File: src/rtl/exc_pkg.sv
package exc_pkg;

    localparam int N_STAGES = 4;
    localparam int CAUSE_W  = 3;

    typedef enum logic [CAUSE_W-1:0] {
        CAUSE_NONE    = 3'd0,
        CAUSE_IADDR   = 3'd1,
        CAUSE_ILLEGAL = 3'd2,
        CAUSE_OVF     = 3'd3,
        CAUSE_DADDR   = 3'd4,
        CAUSE_IRQ     = 3'd5
    } cause_e;

    typedef enum logic [1:0] {
        ST_RUN      = 2'd0,
        ST_IRQ_WAIT = 2'd1,
        ST_REDIRECT = 2'd2
    } ctl_state_e;

    typedef struct packed {
        logic   valid;
        cause_e cause;
    } tag_t;

endpackage

File: src/rtl/exc_merge.sv
module exc_merge
    import exc_pkg::*;
#(
    parameter logic [CAUSE_W-1:0] CODE = 3'd0
) (
    input  tag_t in_tag,
    input  logic raise,
    output tag_t out_tag,
    output logic faulting
);

    // An earlier recorded cause always wins over a later stage's report.
    always_comb begin
        out_tag = in_tag;
        if (in_tag.valid && (in_tag.cause == CAUSE_NONE) && raise) begin
            out_tag.cause = cause_e'(CODE);
        end
        faulting = out_tag.valid && (out_tag.cause != CAUSE_NONE);
    end

endmodule

File: src/rtl/exc_pipe_reg.sv
module exc_pipe_reg
    import exc_pkg::*;
#(
    parameter int PC_W = 32
) (
    input  logic            clk,
    input  logic            rst_n,
    input  logic            flush,
    input  tag_t            in_tag,
    input  logic [PC_W-1:0] in_pc,
    output tag_t            out_tag,
    output logic [PC_W-1:0] out_pc
);

    always_ff @(posedge clk) begin
        if (!rst_n) begin
            out_tag <= '0;
            out_pc  <= '0;
        end else begin
            out_tag.valid <= in_tag.valid & ~flush;
            out_tag.cause <= in_tag.cause;
            out_pc        <= in_pc;
        end
    end

endmodule

File: src/rtl/exc_commit_fsm.sv
module exc_commit_fsm
    import exc_pkg::*;
#(
    parameter int PC_W = 32
) (
    input  logic               clk,
    input  logic               rst_n,
    input  logic               irq_i,
    input  tag_t               mem_tag,
    input  logic [PC_W-1:0]    mem_pc,
    output logic               take_o,
    output logic               inject_o,
    output logic               redirect_o,
    output logic [PC_W-1:0]    epc_o,
    output logic [CAUSE_W-1:0] cause_o
);

    ctl_state_e state_q, state_d;
    logic       commit;

    assign commit = mem_tag.valid && (mem_tag.cause != CAUSE_NONE);

    // State register
    always_ff @(posedge clk) begin
        if (!rst_n) begin
            state_q <= ST_RUN;
        end else begin
            state_q <= state_d;
        end
    end

    // Next state: INJECT, TAKE, RESUME
    always_comb begin
        state_d = state_q;
        unique case (state_q)
            ST_RUN: begin
                if (commit) begin
                    state_d = ST_REDIRECT;
                end else if (irq_i) begin
                    state_d = ST_IRQ_WAIT;
                end
            end
            ST_IRQ_WAIT: begin
                if (commit) begin
                    state_d = ST_REDIRECT;
                end
            end
            ST_REDIRECT: begin
                state_d = ST_RUN;
            end
            default: begin
                state_d = ST_RUN;
            end
        endcase
    end

    // Outputs
    always_comb begin
        take_o     = 1'b0;
        inject_o   = 1'b0;
        redirect_o = 1'b0;
        unique case (state_q)
            ST_RUN: begin
                take_o   = commit;
                inject_o = irq_i && !commit;
            end
            ST_IRQ_WAIT: begin
                take_o = commit;
            end
            ST_REDIRECT: begin
                redirect_o = 1'b1;
            end
            default: begin
                take_o = 1'b0;
            end
        endcase
    end

    // Saved exception PC and cause
    always_ff @(posedge clk) begin
        if (!rst_n) begin
            epc_o   <= '0;
            cause_o <= '0;
        end else if (take_o) begin
            epc_o   <= mem_pc;
            cause_o <= mem_tag.cause;
        end
    end

endmodule

File: src/rtl/exc_tracker.sv
module exc_tracker
    import exc_pkg::*;
#(
    parameter int              PC_W     = 32,
    parameter logic [PC_W-1:0] VEC_ADDR = 32'h0000_0080
) (
    input  logic                clk,
    input  logic                rst_n,
    input  logic                fetch_valid_i,
    input  logic [PC_W-1:0]     fetch_pc_i,
    input  logic [N_STAGES-1:0] fault_i,
    input  logic                irq_i,
    output logic [PC_W-1:0]     epc_o,
    output logic [CAUSE_W-1:0]  cause_o,
    output logic                vec_load_o,
    output logic [PC_W-1:0]     vec_pc_o,
    output logic [N_STAGES-2:0] flush_o,
    output logic [N_STAGES-1:0] kill_o,
    output logic                retire_o,
    output logic                irq_inject_o
);

    localparam int LAST = N_STAGES - 1;

    tag_t            if_tag;
    tag_t            merged_tag [N_STAGES];
    tag_t            held_tag   [1:LAST];
    logic [PC_W-1:0] held_pc    [1:LAST];
    logic            take;
    logic            inject;
    logic            redirect;

    // Fetch slot: real instruction, interrupt no-op, or nothing while redirecting
    always_comb begin
        if_tag.valid = (fetch_valid_i | inject) & ~redirect;
        if_tag.cause = inject ? CAUSE_IRQ : CAUSE_NONE;
    end

    for (genvar k = 0; k < N_STAGES; k++) begin : g_stage
        tag_t            in_tag;
        logic [PC_W-1:0] in_pc;

        if (k == 0) begin : g_head
            assign in_tag = if_tag;
            assign in_pc  = fetch_pc_i;
        end else begin : g_body
            assign in_tag = held_tag[k];
            assign in_pc  = held_pc[k];
        end

        exc_merge #(
            .CODE(3'(k + 1))
        ) u_merge (
            .in_tag  (in_tag),
            .raise   (fault_i[k]),
            .out_tag (merged_tag[k]),
            .faulting(kill_o[k])
        );

        if (k < LAST) begin : g_reg
            exc_pipe_reg #(
                .PC_W(PC_W)
            ) u_reg (
                .clk    (clk),
                .rst_n  (rst_n),
                .flush  (take),
                .in_tag (merged_tag[k]),
                .in_pc  (in_pc),
                .out_tag(held_tag[k+1]),
                .out_pc (held_pc[k+1])
            );
        end
    end

    exc_commit_fsm #(
        .PC_W(PC_W)
    ) u_fsm (
        .clk       (clk),
        .rst_n     (rst_n),
        .irq_i     (irq_i),
        .mem_tag   (merged_tag[LAST]),
        .mem_pc    (held_pc[LAST]),
        .take_o    (take),
        .inject_o  (inject),
        .redirect_o(redirect),
        .epc_o     (epc_o),
        .cause_o   (cause_o)
    );

    assign flush_o      = {(N_STAGES-1){take}};
    assign vec_load_o   = redirect;
    assign vec_pc_o     = VEC_ADDR;
    assign retire_o     = merged_tag[LAST].valid && !kill_o[LAST];
    assign irq_inject_o = inject;

endmodule

File: config.mk
export PLATFORM = sky130hd
export DESIGN_NAME = exc_tracker
export DESIGN_NICKNAME = d
export VERILOG_FILES = /design/src/rtl/exc_pkg.sv /design/src/rtl/exc_merge.sv /design/src/rtl/exc_pipe_reg.sv /design/src/rtl/exc_commit_fsm.sv /design/src/rtl/exc_tracker.sv
export SDC_FILE = /design/constraint.sdc
export NUM_CORES = 1
export LEC_CHECK = 0
export ABC_CLOCK_PERIOD_IN_PS = 5200
export BUFFER_PORTS_ARGS = -buffer_cell sky130_fd_sc_hd__buf_2
export CORE_ASPECT_RATIO = 0.8
export CORE_UTILIZATION = 59
export CTS_BUF_LIST = sky130_fd_sc_hd__clkbuf_4 sky130_fd_sc_hd__clkbuf_8
export DETAILED_ROUTE_END_ITERATION = 8
export GPL_TIMING_DRIVEN = 0
export PLACE_DENSITY = 0.94
export SYNTH_ARGS = -nofsm -noshare
export SYNTH_HDL_FRONTEND = slang
export SYNTH_HIERARCHICAL = 1
export SYNTH_SLANG_ARGS = --single-unit
File: constraint.sdc
create_clock -name clk -period 5.2 [get_ports clk]
set_clock_uncertainty 0.15 [all_clocks]
set_input_delay 0.78 -clock clk [delete_from_list [all_inputs] [get_ports clk]]
set_output_delay 0.78 -clock clk [all_outputs]
set_load 0.02 [all_outputs]
==> metrics, run 1 <==
multiplexer share of the synthesized area 7.06%; reported leakage power 0.00274 uW; TritonCTS clock tree built; total overflow reported by the global router 0; post-route setup slack 1.76 ns; number of iterations in the first detailed-routing pass 4; area share of fa/ha/maj cells after synthesis 0%; antenna violations before repair 0; setup repair after global routing missed its margin no; worst path cell trace nor2_1 -> a31o_2 -> o31ai_4 -> nor2b_1 -> and3b_1 -> o21ba_1 -> o41a_1 -> buf_2; final weighted congestion in routability-driven placement 0.748; main combinational cell family by area after synthesis simple AND/OR/NAND/NOR gates; Setup violations, final 0; cell chosen for the clock root sky130_fd_sc_hd__clkbuf_8; buffer count from post-CTS setup fixing 0; power share of the combinational group 6.7%; Sinks on Clock Net 145; placeable core area 0.00806 mm^2; parity-gate share of the synthesized area counting xor and xnor cells 0%; post-synthesis instance area 0.00496 mm^2; net count of the finished layout 625; clock group share of total power 39.0%; clock latency of the later-clocked register in the worst-skew pair 0.43 ns; WL/cell 11.2 um; number of design-rule violations left by the first detailed-router iteration 95; arrival time at the worst endpoint 2.51 ns; Clock transition at path regs 0.08 ns; Antenna Violating Nets Remaining 0; peak ir drop on the vdd network 0.312 mV; total track usage 19.4%; detailed-route DRC error count 0; class of the most critical hold timing path flip-flop to flip-flop; global-route wire length before repair 13.0 mm; net switching component of the power 524 uW; Overall Power 2130 uW; Post-Route Utilization 74.8%; critical setup path kind flip-flop to primary output; final wirelength 7.90 mm; maximum clock insertion buffer count 2; critical path fanouts, max 7; vias per std cell 4.33; IO Pins 117; slowest stage delay, CP 0.36 ns; die height 84.1 um; Power Density 353 mW/mm^2; shortest clock period the worst path allows after layout 3.44 ns; register share of total power 54.3%; data required time of the critical path 4.27 ns; largest net degree at the start of global routing 29; x dimension of the die 105 um; total internal power 1610 uW; Final Cycle Share 66.1%; post-cts gate resize count 0; Sw Ratio 24.6%; final number of max-transition violations 0; number of inserted diodes 0; final hold vios 0; per-instance average area after synthesis 11.1 um^2; number of port buffers 84; area occupied by multi-input gates 0.00176 mm^2; number of levels the H-tree was split into 4; starting utilization of the core area 61.6%; worst slack at placement 1.78 ns; flip-flop and latch area 0.00290 mm^2; number of max-cap violations 0; portion of the post-synthesis area used by sequential elements 58.5%; DP Wirelength 5.64 mm; cts hold-fix bufs 0; count of state elements after synthesis 145; Syn Inst Count 449; die area 0.00879 mm^2; run status complete, no violations; total of fill cells in the finished design 582; Total Neg Setup Slack 0 ns; Crit-path slowest cell sky130_fd_sc_hd__dfxtp_1; Max Clock Freq 291 MHz; via count 3056; element type at the critical path start flip-flop; synthesized-area fraction occupied by and/or/nand/nor cells 23.1%; sort of element at the end of the critical path primary output; share of cells above drive strength 1 47.3%; Distinct cells, synth 21; area growth from synthesis to final layout 21.4%; Synth warnings 6; Cell Rows 29; CTS buffer count 17; complex-gate fraction of the synthesized area 2.62%; via count of the first global-routing pass 2986
[layout by cell type, fill, tap and decap left out, drive strengths merged, types with 5 or more instances in the layout]
master    n
mux2i    35
nor2      6
buf     127
a31o      5
inv       7
nand2    70
clkbuf   40
dfxtp   145
conb     35
and2    106
[synthesized netlist by cell type (all sizes together)]
| master | count | share of area [%] |
|---|---|---|
| o31ai | 1 | 0.43 |
| o21ba | 1 | 0.20 |
| clkbuf | 23 | 2.0 |
| nor2 | 6 | 0.60 |
| dfxtp | 145 | 58 |
| conb | 2 | 0.15 |
| nor2b | 3 | 0.38 |
| buf | 43 | 6.7 |
| and3b | 4 | 0.78 |
| o211a | 1 | 0.20 |
| a31o | 5 | 0.88 |
| o41a | 4 | 0.91 |
| mux2i | 35 | 7.1 |
| and2 | 106 | 16 |
| nand2 | 70 | 5.3 |
[kinds of logic after synthesis]
| family | Yosys count |
|---|---|
| buffers and inverters | 66 |
| muxes | 35 |
| AOI/OAI and AO/OA | 12 |
| DFF | 145 |
| and+or+nand+nor | 189 |
| other | 2 |
[critical path, delay by kind of cell (launching register included)]
kind                   cells  cell delay (ns)
flip-flops                 1             0.36
AND/OR/NAND/NOR            3             0.58
AO/OA/AOI/OAI              4             0.99
buffers and inverters      1             0.16
[path summary, 6_finish.rpt]
| kind | endpoint | cells after the start | start | slack [ns] |
|---|---|---|---|---|
| max | kill_o[0] | 8 | g_stage[2].g_reg.u_reg/out_tag[1]$_SDFF_PN0_ | 1.76 |
| min | g_stage[1].g_reg.u_reg/out_pc[29]$_SDFF_PN0_ | 1 | g_stage[0].g_reg.u_reg/out_pc[29]$_SDFF_PN0_ | 0.29 |
| max reg2reg | g_stage[0].g_reg.u_reg/out_tag[0]$_SDFF_PN0_ | 8 | g_stage[2].g_reg.u_reg/out_tag[1]$_SDFF_PN0_ | 2.94 |
| min reg2reg | g_stage[1].g_reg.u_reg/out_pc[29]$_SDFF_PN0_ | 1 | g_stage[0].g_reg.u_reg/out_pc[29]$_SDFF_PN0_ | 0.29 |
[metal layers]
| metal | global-route usage (%) | wire length, um | vias up | part of all wire [%] |
|---|---|---|---|---|
| met5 | 0 | 0 | - | 0 |
| met4 | 8.18 | 80 | 0 | 1.0 |
| met3 | 9.13 | 491 | 9 | 6.2 |
| met2 | 34.7 | 4110 | 81 | 52 |
| met1 | 19.1 | 3220 | 1364 | 41 |
| li1 | - | - | 1602 | - |
[registers in the layout, summed over array words and instances, names as in the netlist]
name	cells
g_stage.g_reg.u_reg/out_pc	96
u_fsm/epc_o	32
g_stage.g_reg.u_reg/out_tag	12
u_fsm/cause_o	3
u_fsm/state_q	2
[metrics by stage]
stage | std cells | hold slack (ns) | area (um^2)
3_3_place_gp | 674 | 0.273 | 5640
6_report | 706 | 0.292 | 6030
2_1_floorplan | 482 | 0.270 | 5090
5_1_grt | 706 | 0.304 | 6030
3_5_place_dp | 674 | 0.276 | 5640
4_1_cts | 706 | 0.290 | 6030
[area by class of cell]
type | instances | area share, %
sequential | 145 | 48.2
multi-input combinational | 271 | 29.1
buffer | 66 | 7.12
timing repair buffer | 84 | 6.98
clock buffer | 17 | 3.88
clock inverter | 15 | 2.47
tap | 108 | 2.24
[power groups by stage]
stage,logic [uW],clock network (uW),registers (uW)
floorplan,108,0,1180
global placement,136,0,1180
detailed placement,140,0,1180
CTS,141,851,1160
global route,155,909,1160
finish,142,832,1160
Note: power is estimated with default switching activity, not from simulation.
==> run 2, diff against run 1 <==
Settings changed: ABC_CLOCK_PERIOD_IN_PS 5200 to 3300, CORE_UTILIZATION 59 to 55, PLACE_DENSITY 0.94 to 0.88.
Clock period 5.2 ns to 3.3 ns, I/O delays scaled along.
==> metrics, run 2 (same netlist as run 1, synthesis figures left out) <==
Clock transition at path regs 0.08 ns (about the same); maximum clock insertion buffer count 2 (unchanged); Crit-path slowest cell sky130_fd_sc_hd__dfxtp_1 (unchanged); class of the most critical hold timing path primary input to flip-flop (was flip-flop to flip-flop); detailed-route DRC error count 0 (unchanged); worst slew pin tran 0.504 ns; number of port buffers 84 (unchanged); element type at the critical path start flip-flop (unchanged); critical setup path kind flip-flop to primary output (unchanged); peak ir drop on the vdd network 0.379 mV (was 0.312 mV); die area 0.00941 mm^2 (was 0.00879 mm^2); Register-to-Register Setup Slack 1.03 ns (was 2.94 ns); buffer count from post-CTS setup fixing 0 (unchanged); slowest stage delay, CP 0.38 ns (was 0.36 ns); reported leakage power 0.00275 uW (was 0.00274 uW); WL/cell 10.8 um (was 11.2 um); tightest slew margin relative to the limit 66.4%; arrival time at the worst endpoint 2.50 ns (was 2.51 ns); number of levels the H-tree was split into 4 (unchanged); sort of element at the end of the critical path primary output (unchanged); flip-flop count of the largest register after layout 96 (unchanged); x dimension of the die 108 um (was 105 um); total track usage 17.4% (was 19.4%); most frequent cells in the layout sky130_fd_sc_hd__dfxtp_1 (145), sky130_fd_sc_hd__and2_2 (105), sky130_fd_sc_hd__buf_2 (85) (unchanged); number of inserted diodes 0 (unchanged); TritonCTS clock tree built (unchanged); final hold vios 0 (unchanged); post-cts gate resize count 0 (unchanged); net count of the finished layout 625 (unchanged); data required time of the critical path 2.65 ns (was 4.27 ns); cts hold-fix bufs 0 (unchanged); setup repair after global routing missed its margin no (unchanged); CTS buffer count 17 (unchanged); number of max-cap violations 0 (unchanged); share of cells above drive strength 1 47.5% (was 47.3%); Cell Rows 30 (was 29); leading cell type in the layout, fill and taps excluded sky130_fd_sc_hd__dfxtp_1 (unchanged); Power Density 564 mW/mm^2 (was 353 mW/mm^2); starting utilization of the core area 57.5% (was 61.6%); largest registers in the final layout g_stage.g_reg.u_reg/out_pc (96), u_fsm/epc_o (32), g_stage.g_reg.u_reg/out_tag (12) (unchanged); final number of max-transition violations 0 (unchanged); cell chosen for the clock root sky130_fd_sc_hd__clkbuf_8 (unchanged); Max Clock Freq 318 MHz; Setup violations, final 0 (unchanged); number of design-rule violations left by the first detailed-router iteration 100 (was 95); DP Wirelength 5.54 mm (was 5.64 mm); Sinks on Clock Net 145 (unchanged); kind of cell adding the most delay to the critical path compound AO/OA/AOI/OAI gates (unchanged); via count of the first global-routing pass 2759 (was 2986); final wirelength 7.67 mm (was 7.90 mm); Placed Instances 678 (was 674); final weighted congestion in routability-driven placement 0.759 (was 0.748); via count 3039 (was 3056); final standard cell count with taps included and fillers excluded 710 (was 706); largest net degree at the start of global routing 29 (unchanged); shortest clock period the worst path allows after layout 3.14 ns; run status complete, no violations (unchanged); antenna violations before repair 0 (unchanged); number of iterations in the first detailed-routing pass 4 (unchanged); clock latency of the later-clocked register in the worst-skew pair 0.43 ns (about the same); critical path fanouts, max 7 (unchanged); Antenna Violating Nets Remaining 0 (unchanged); vias per std cell 4.28 (was 4.33); global-route wire length before repair 12.2 mm (was 13.0 mm); worst path cell trace nor2_1 -> a31o_2 -> o31ai_4 -> nor2b_1 -> and3b_2 -> o21ba_1 -> o41a_1 -> buf_2 (was nor2_1 -> a31o_2 -> o31ai_4 -> nor2b_1 -> and3b_1 -> o21ba_1 -> o41a_1 -> buf_2); IO Pins 117 (unchanged); area growth from synthesis to final layout 22.1% (was 21.4%); largest register by flop count g_stage.g_reg.u_reg/out_pc (unchanged); total overflow reported by the global router 0 (unchanged); Total Neg Setup Slack 0 ns (unchanged); Final Cycle Share 95.2%; placeable core area 0.00863 mm^2 (was 0.00806 mm^2); buffers and inverters on the worst path 1 (unchanged); die height 87.0 um (was 84.1 um)
run 2: metal layers:
| metal | GRT usage [%] | up-vias | routed length [um] |
|---|---|---|---|
| met2 | 30.1 | 91 | 3880 |
| met4 | 8.84 | 0 | 173 |
| li1 | - | 1611 | - |
| met1 | 18.0 | 1323 | 3080 |
| met3 | 7.63 | 14 | 529 |
| met5 | 0 | - | 0 |
run 2: final timing paths:
check | startpoint | to | depth (start not counted)
worst min register to register | g_stage[2].g_reg.u_reg/out_pc[0]$_SDFF_PN0_ | u_fsm/epc_o[0]$_SDFFE_PN0P_ | 2
worst min-delay path | fetch_pc_i[10] | g_stage[0].g_reg.u_reg/out_pc[10]$_SDFF_PN0_ | 2
worst max register to register | g_stage[2].g_reg.u_reg/out_tag[1]$_SDFF_PN0_ | g_stage[0].g_reg.u_reg/out_tag[0]$_SDFF_PN0_ | 8
worst max-delay path | g_stage[2].g_reg.u_reg/out_tag[1]$_SDFF_PN0_ | kill_o[0] | 8
run 2: through the flow:
| stage | total power, uW | instance area (um^2) | setup slack [ns] | util, % | hold WS, ns |
|---|---|---|---|---|---|
| floorplan | 2030 | 5090 | 0.628 | - | 0.270 |
| global placement | 2080 | 5650 | 0.474 | 65.4 | 0.274 |
| detailed placement | 2080 | 5650 | 0.423 | 65.4 | 0.281 |
| CTS | 3450 | 6060 | 0.0717 | 70.2 | 0.105 |
| global route | 3570 | 6060 | 0.00257 | 70.2 | 0.0941 |
| finish | 3420 | 6060 | 0.159 | 70.2 | 0.134 |
run 2: layout make-up:
type	count	area [um^2]
plain buffers	66	429
fillers	634	2570
clock buffers	19	262
repair buffers	84	420
flip-flops and latches	145	2900
clock inverters	13	150
well taps	112	140
multi-input cells	271	1760
run 2: report_power, final:
| group | leakage [uW] | switching, uW | internal, uW | total, uW |
|---|---|---|---|---|
| Clock | 0.000204 | 654 | 724 | 1380 |
| Sequential | 0.00119 | 16.7 | 1800 | 1820 |
| Combinational | 0.00136 | 111 | 111 | 222 |
| Total | 0.00275 | 781 | 2640 | 3420 |
==> run 3, diff against run 2 <==
Settings changed: CORE_ASPECT_RATIO 0.8 to default, PLACE_DENSITY 0.88 to 0.89, SYNTH_HIERARCHICAL 1 to default.
==> metrics, run 3 <==
run status complete, no violations (unchanged); via count 3059 (was 3039); Antenna Violating Nets Remaining 0 (unchanged); Total Neg Setup Slack 0 ns (unchanged); library cell occupying the most area in the post-synthesis netlist sky130_fd_sc_hd__dfxtp_1 (unchanged); primary flip-flop cell chosen by synthesis mapping sky130_fd_sc_hd__dfxtp_1 (unchanged); number of max-cap violations 0 (unchanged); post-cts gate resize count 0 (unchanged); number of design-rule violations left by the first detailed-router iteration 48 (was 100); number of port buffers 83 (was 84); area growth from synthesis to final layout 22.5% (was 22.1%); antenna violations before repair 0 (unchanged); final hold vios 0 (unchanged); parity-gate share of the synthesized area counting xor and xnor cells 0% (unchanged); x dimension of the die 95 um (was 108 um); data required time of the critical path 2.65 ns (about the same); main combinational cell family by area after synthesis simple AND/OR/NAND/NOR gates (unchanged); worst path cell trace nor4_4 -> nand2b_2 -> inv_4 -> buf_8 -> buf_4 -> buf_2 (was nor2_1 -> a31o_2 -> o31ai_4 -> nor2b_1 -> and3b_2 -> o21ba_1 -> o41a_1 -> buf_2); Crit-path slowest cell sky130_fd_sc_hd__dfxtp_1 (unchanged); number of iterations in the first detailed-routing pass 4 (unchanged); total overflow reported by the global router 0 (unchanged); IO Pins 117 (unchanged); cell chosen for the clock root sky130_fd_sc_hd__clkbuf_8 (unchanged); Post-synth top cells sky130_fd_sc_hd__dfxtp_1 (144), sky130_fd_sc_hd__and2_1 (100), sky130_fd_sc_hd__nand2_1 (70) (was sky130_fd_sc_hd__dfxtp_1 (145), sky130_fd_sc_hd__and2_2 (105), sky130_fd_sc_hd__nand2_1 (70)); WL/cell 11.5 um (was 10.8 um); final number of max-transition violations 0 (unchanged); CTS buffer count 17 (unchanged); total track usage 18.4% (was 17.4%); net count of the finished layout 616 (was 625); largest net degree at the start of global routing 17 (was 29); die area 0.00903 mm^2 (was 0.00941 mm^2); element type at the critical path start flip-flop (unchanged); share of cells above drive strength 1 27.7% (was 47.5%); placeable core area 0.00830 mm^2 (was 0.00863 mm^2); Clock transition at path regs 0.08 ns (about the same); share of flip-flops with an asynchronous set or reset 0% (unchanged); starting utilization of the core area 57.3% (was 57.5%); synthesized-area fraction occupied by and/or/nand/nor cells 21.5% (was 23.1%); Setup violations, final 0 (unchanged); most frequent cells in the layout sky130_fd_sc_hd__dfxtp_1 (144), sky130_fd_sc_hd__and2_1 (100), sky130_fd_sc_hd__buf_2 (84) (was sky130_fd_sc_hd__dfxtp_1 (145), sky130_fd_sc_hd__and2_2 (105), sky130_fd_sc_hd__buf_2 (85)); post-synthesis instance area 0.00476 mm^2 (was 0.00496 mm^2); Syn Inst Count 444 (was 449); leading cell type in the layout, fill and taps excluded sky130_fd_sc_hd__dfxtp_1 (unchanged); count of flip-flops with a built-in enable after synthesis 0 (unchanged); arrival time at the worst endpoint 1.89 ns (was 2.50 ns); peak ir drop on the vdd network 0.323 mV (was 0.379 mV); TritonCTS clock tree built (unchanged); Sinks on Clock Net 144 (was 145); buffer count from post-CTS setup fixing 0 (unchanged); DP Wirelength 6.05 mm (was 5.54 mm); multiplexer share of the synthesized area 7.15% (was 7.06%); final weighted congestion in routability-driven placement 0.746 (was 0.759); flip-flop count of the largest register after layout 96 (unchanged); Final Cycle Share 76.8% (was 95.2%); worst slack at placement 1.05 ns (was 0.423 ns); Non-Filler Cell Area, Final 0.00583 mm^2 (was 0.00606 mm^2); Power Density 582 mW/mm^2 (was 564 mW/mm^2); shortest clock period the worst path allows after layout 2.54 ns (was 3.14 ns); most numerous cell in the Yosys netlist sky130_fd_sc_hd__dfxtp_1 (unchanged); critical setup path kind flip-flop to primary output (unchanged); sort of element at the end of the critical path primary output (unchanged); number of inserted diodes 0 (unchanged); top cell type's share of synthesized area 60.6% (was 58.5%); class of the most critical hold timing path primary input to flip-flop (unchanged); via count of the first global-routing pass 2731 (was 2759); post-route setup slack 0.765 ns (was 0.159 ns); Area after DPL 0.00542 mm^2 (was 0.00565 mm^2); Distinct cells, synth 31 (was 21); global-route wire length before repair 12.2 mm (about the same); critical path fanouts, max 12 (was 7); worst slew pin tran 0.511 ns (was 0.504 ns); complex-gate fraction of the synthesized area 1.71% (was 2.62%); area share of fa/ha/maj cells after synthesis 0% (unchanged); Cell Rows 33 (was 30); die height 95 um (was 87.0 um); reported leakage power 0.00264 uW (was 0.00275 uW); clock latency of the later-clocked register in the worst-skew pair 0.41 ns (was 0.43 ns); slowest stage delay, CP 0.34 ns (was 0.38 ns); setup repair after global routing missed its margin no (unchanged); Max Clock Freq 394 MHz (was 318 MHz); final wirelength 8.00 mm (was 7.67 mm); portion of the post-synthesis area used by sequential elements 60.6% (was 58.5%); count of state elements after synthesis 144 (was 145); vias per std cell 4.41 (was 4.28); tightest slew margin relative to the limit 65.9% (was 66.4%); detailed-route DRC error count 0 (unchanged); per-instance average area after synthesis 10.7 um^2 (was 11.1 um^2); number of levels the H-tree was split into 4 (unchanged); leading cell types by total area after synthesis sky130_fd_sc_hd__dfxtp_1 (61%), sky130_fd_sc_hd__and2_1 (13%), sky130_fd_sc_hd__mux2i_1 (7.2%), sky130_fd_sc_hd__buf_4 (6.2%), sky130_fd_sc_hd__nand2_1 (5.5%) (was sky130_fd_sc_hd__dfxtp_1 (58%), sky130_fd_sc_hd__and2_2 (16%), sky130_fd_sc_hd__mux2i_1 (7.1%), sky130_fd_sc_hd__buf_4 (5.9%), sky130_fd_sc_hd__nand2_1 (5.3%)); largest registers in the final layout g_stage.g_reg.u_reg.out_pc (96), u_fsm.epc_o (32), g_stage.g_reg.u_reg.out_tag (11) (was g_stage.g_reg.u_reg/out_pc (96), u_fsm/epc_o (32), g_stage.g_reg.u_reg/out_tag (12)); cts hold-fix bufs 0 (unchanged); Synth warnings 0 (was 6); largest register by flop count g_stage.g_reg.u_reg.out_pc (was g_stage.g_reg.u_reg/out_pc); maximum clock insertion buffer count 2 (unchanged)
run 3: final timing paths:
check / start / to / slack, ns / cells after the start
worst min-delay path: fetch_pc_i[24] / g_stage[0].g_reg.u_reg.out_pc[24]$_SDFF_PN0_ / 0.13 / 2
worst max register to register: g_stage[2].g_reg.u_reg.out_tag[2]$_SDFF_PN0_ / u_fsm.epc_o[20]$_SDFFE_PN0P_ / 1.69 / 5
worst max-delay path: g_stage[2].g_reg.u_reg.out_tag[2]$_SDFF_PN0_ / flush_o[0] / 0.76 / 6
worst min register to register: g_stage[1].g_reg.u_reg.out_pc[16]$_SDFF_PN0_ / g_stage[2].g_reg.u_reg.out_pc[16]$_SDFF_PN0_ / 0.28 / 1
run 3: per-stage QoR:
stage,hold WS [ns],util (%),instances,power (uW)
after CTS,0.115,70.2,694,3420
final,0.135,70.2,694,3390
after floorplan,0.260,-,474,2010
after detailed placement,0.268,65.3,662,2070
after global placement,0.264,65.3,662,2060
after global routing,0.104,70.2,694,3520
run 3: cell families after synthesis:
kind of cell / after synthesis
and+or+nand+nor: 189
DFF: 144
buffers and inverters: 64
muxes: 34
AOI/OAI and AO/OA: 11
other: 2
run 3: metal layers:
layer	track usage, %	up-vias	share of wire (%)
met5	0	-	0
met4	9.60	0	2.9
met3	5.96	23	4.8
met2	32.6	87	51
met1	19.5	1365	41
li1	-	1584	-
run 3: worst max-delay path, delay by kind of cell, from the launching register on:
family        cells  cell delay [ns]
buf+inv           4             0.56
flops             1             0.34
simple gates      2             0.58
run 3: area by class of cell:
cell class                 count  area [um^2]
sequential                   144         2880
fill                         632         2470
multi-input combinational    266         1560
timing repair buffer          83          415
buffer                        61          410
clock buffer                  23          304
tap                          105          131
clock inverter                 9          106
inverter                       3         13.8
run 3: power breakdown:
group	internal, uW	switching (uW)
clock network	767	592
registers	1790	18.7
logic	99.6	120
total	2660	730
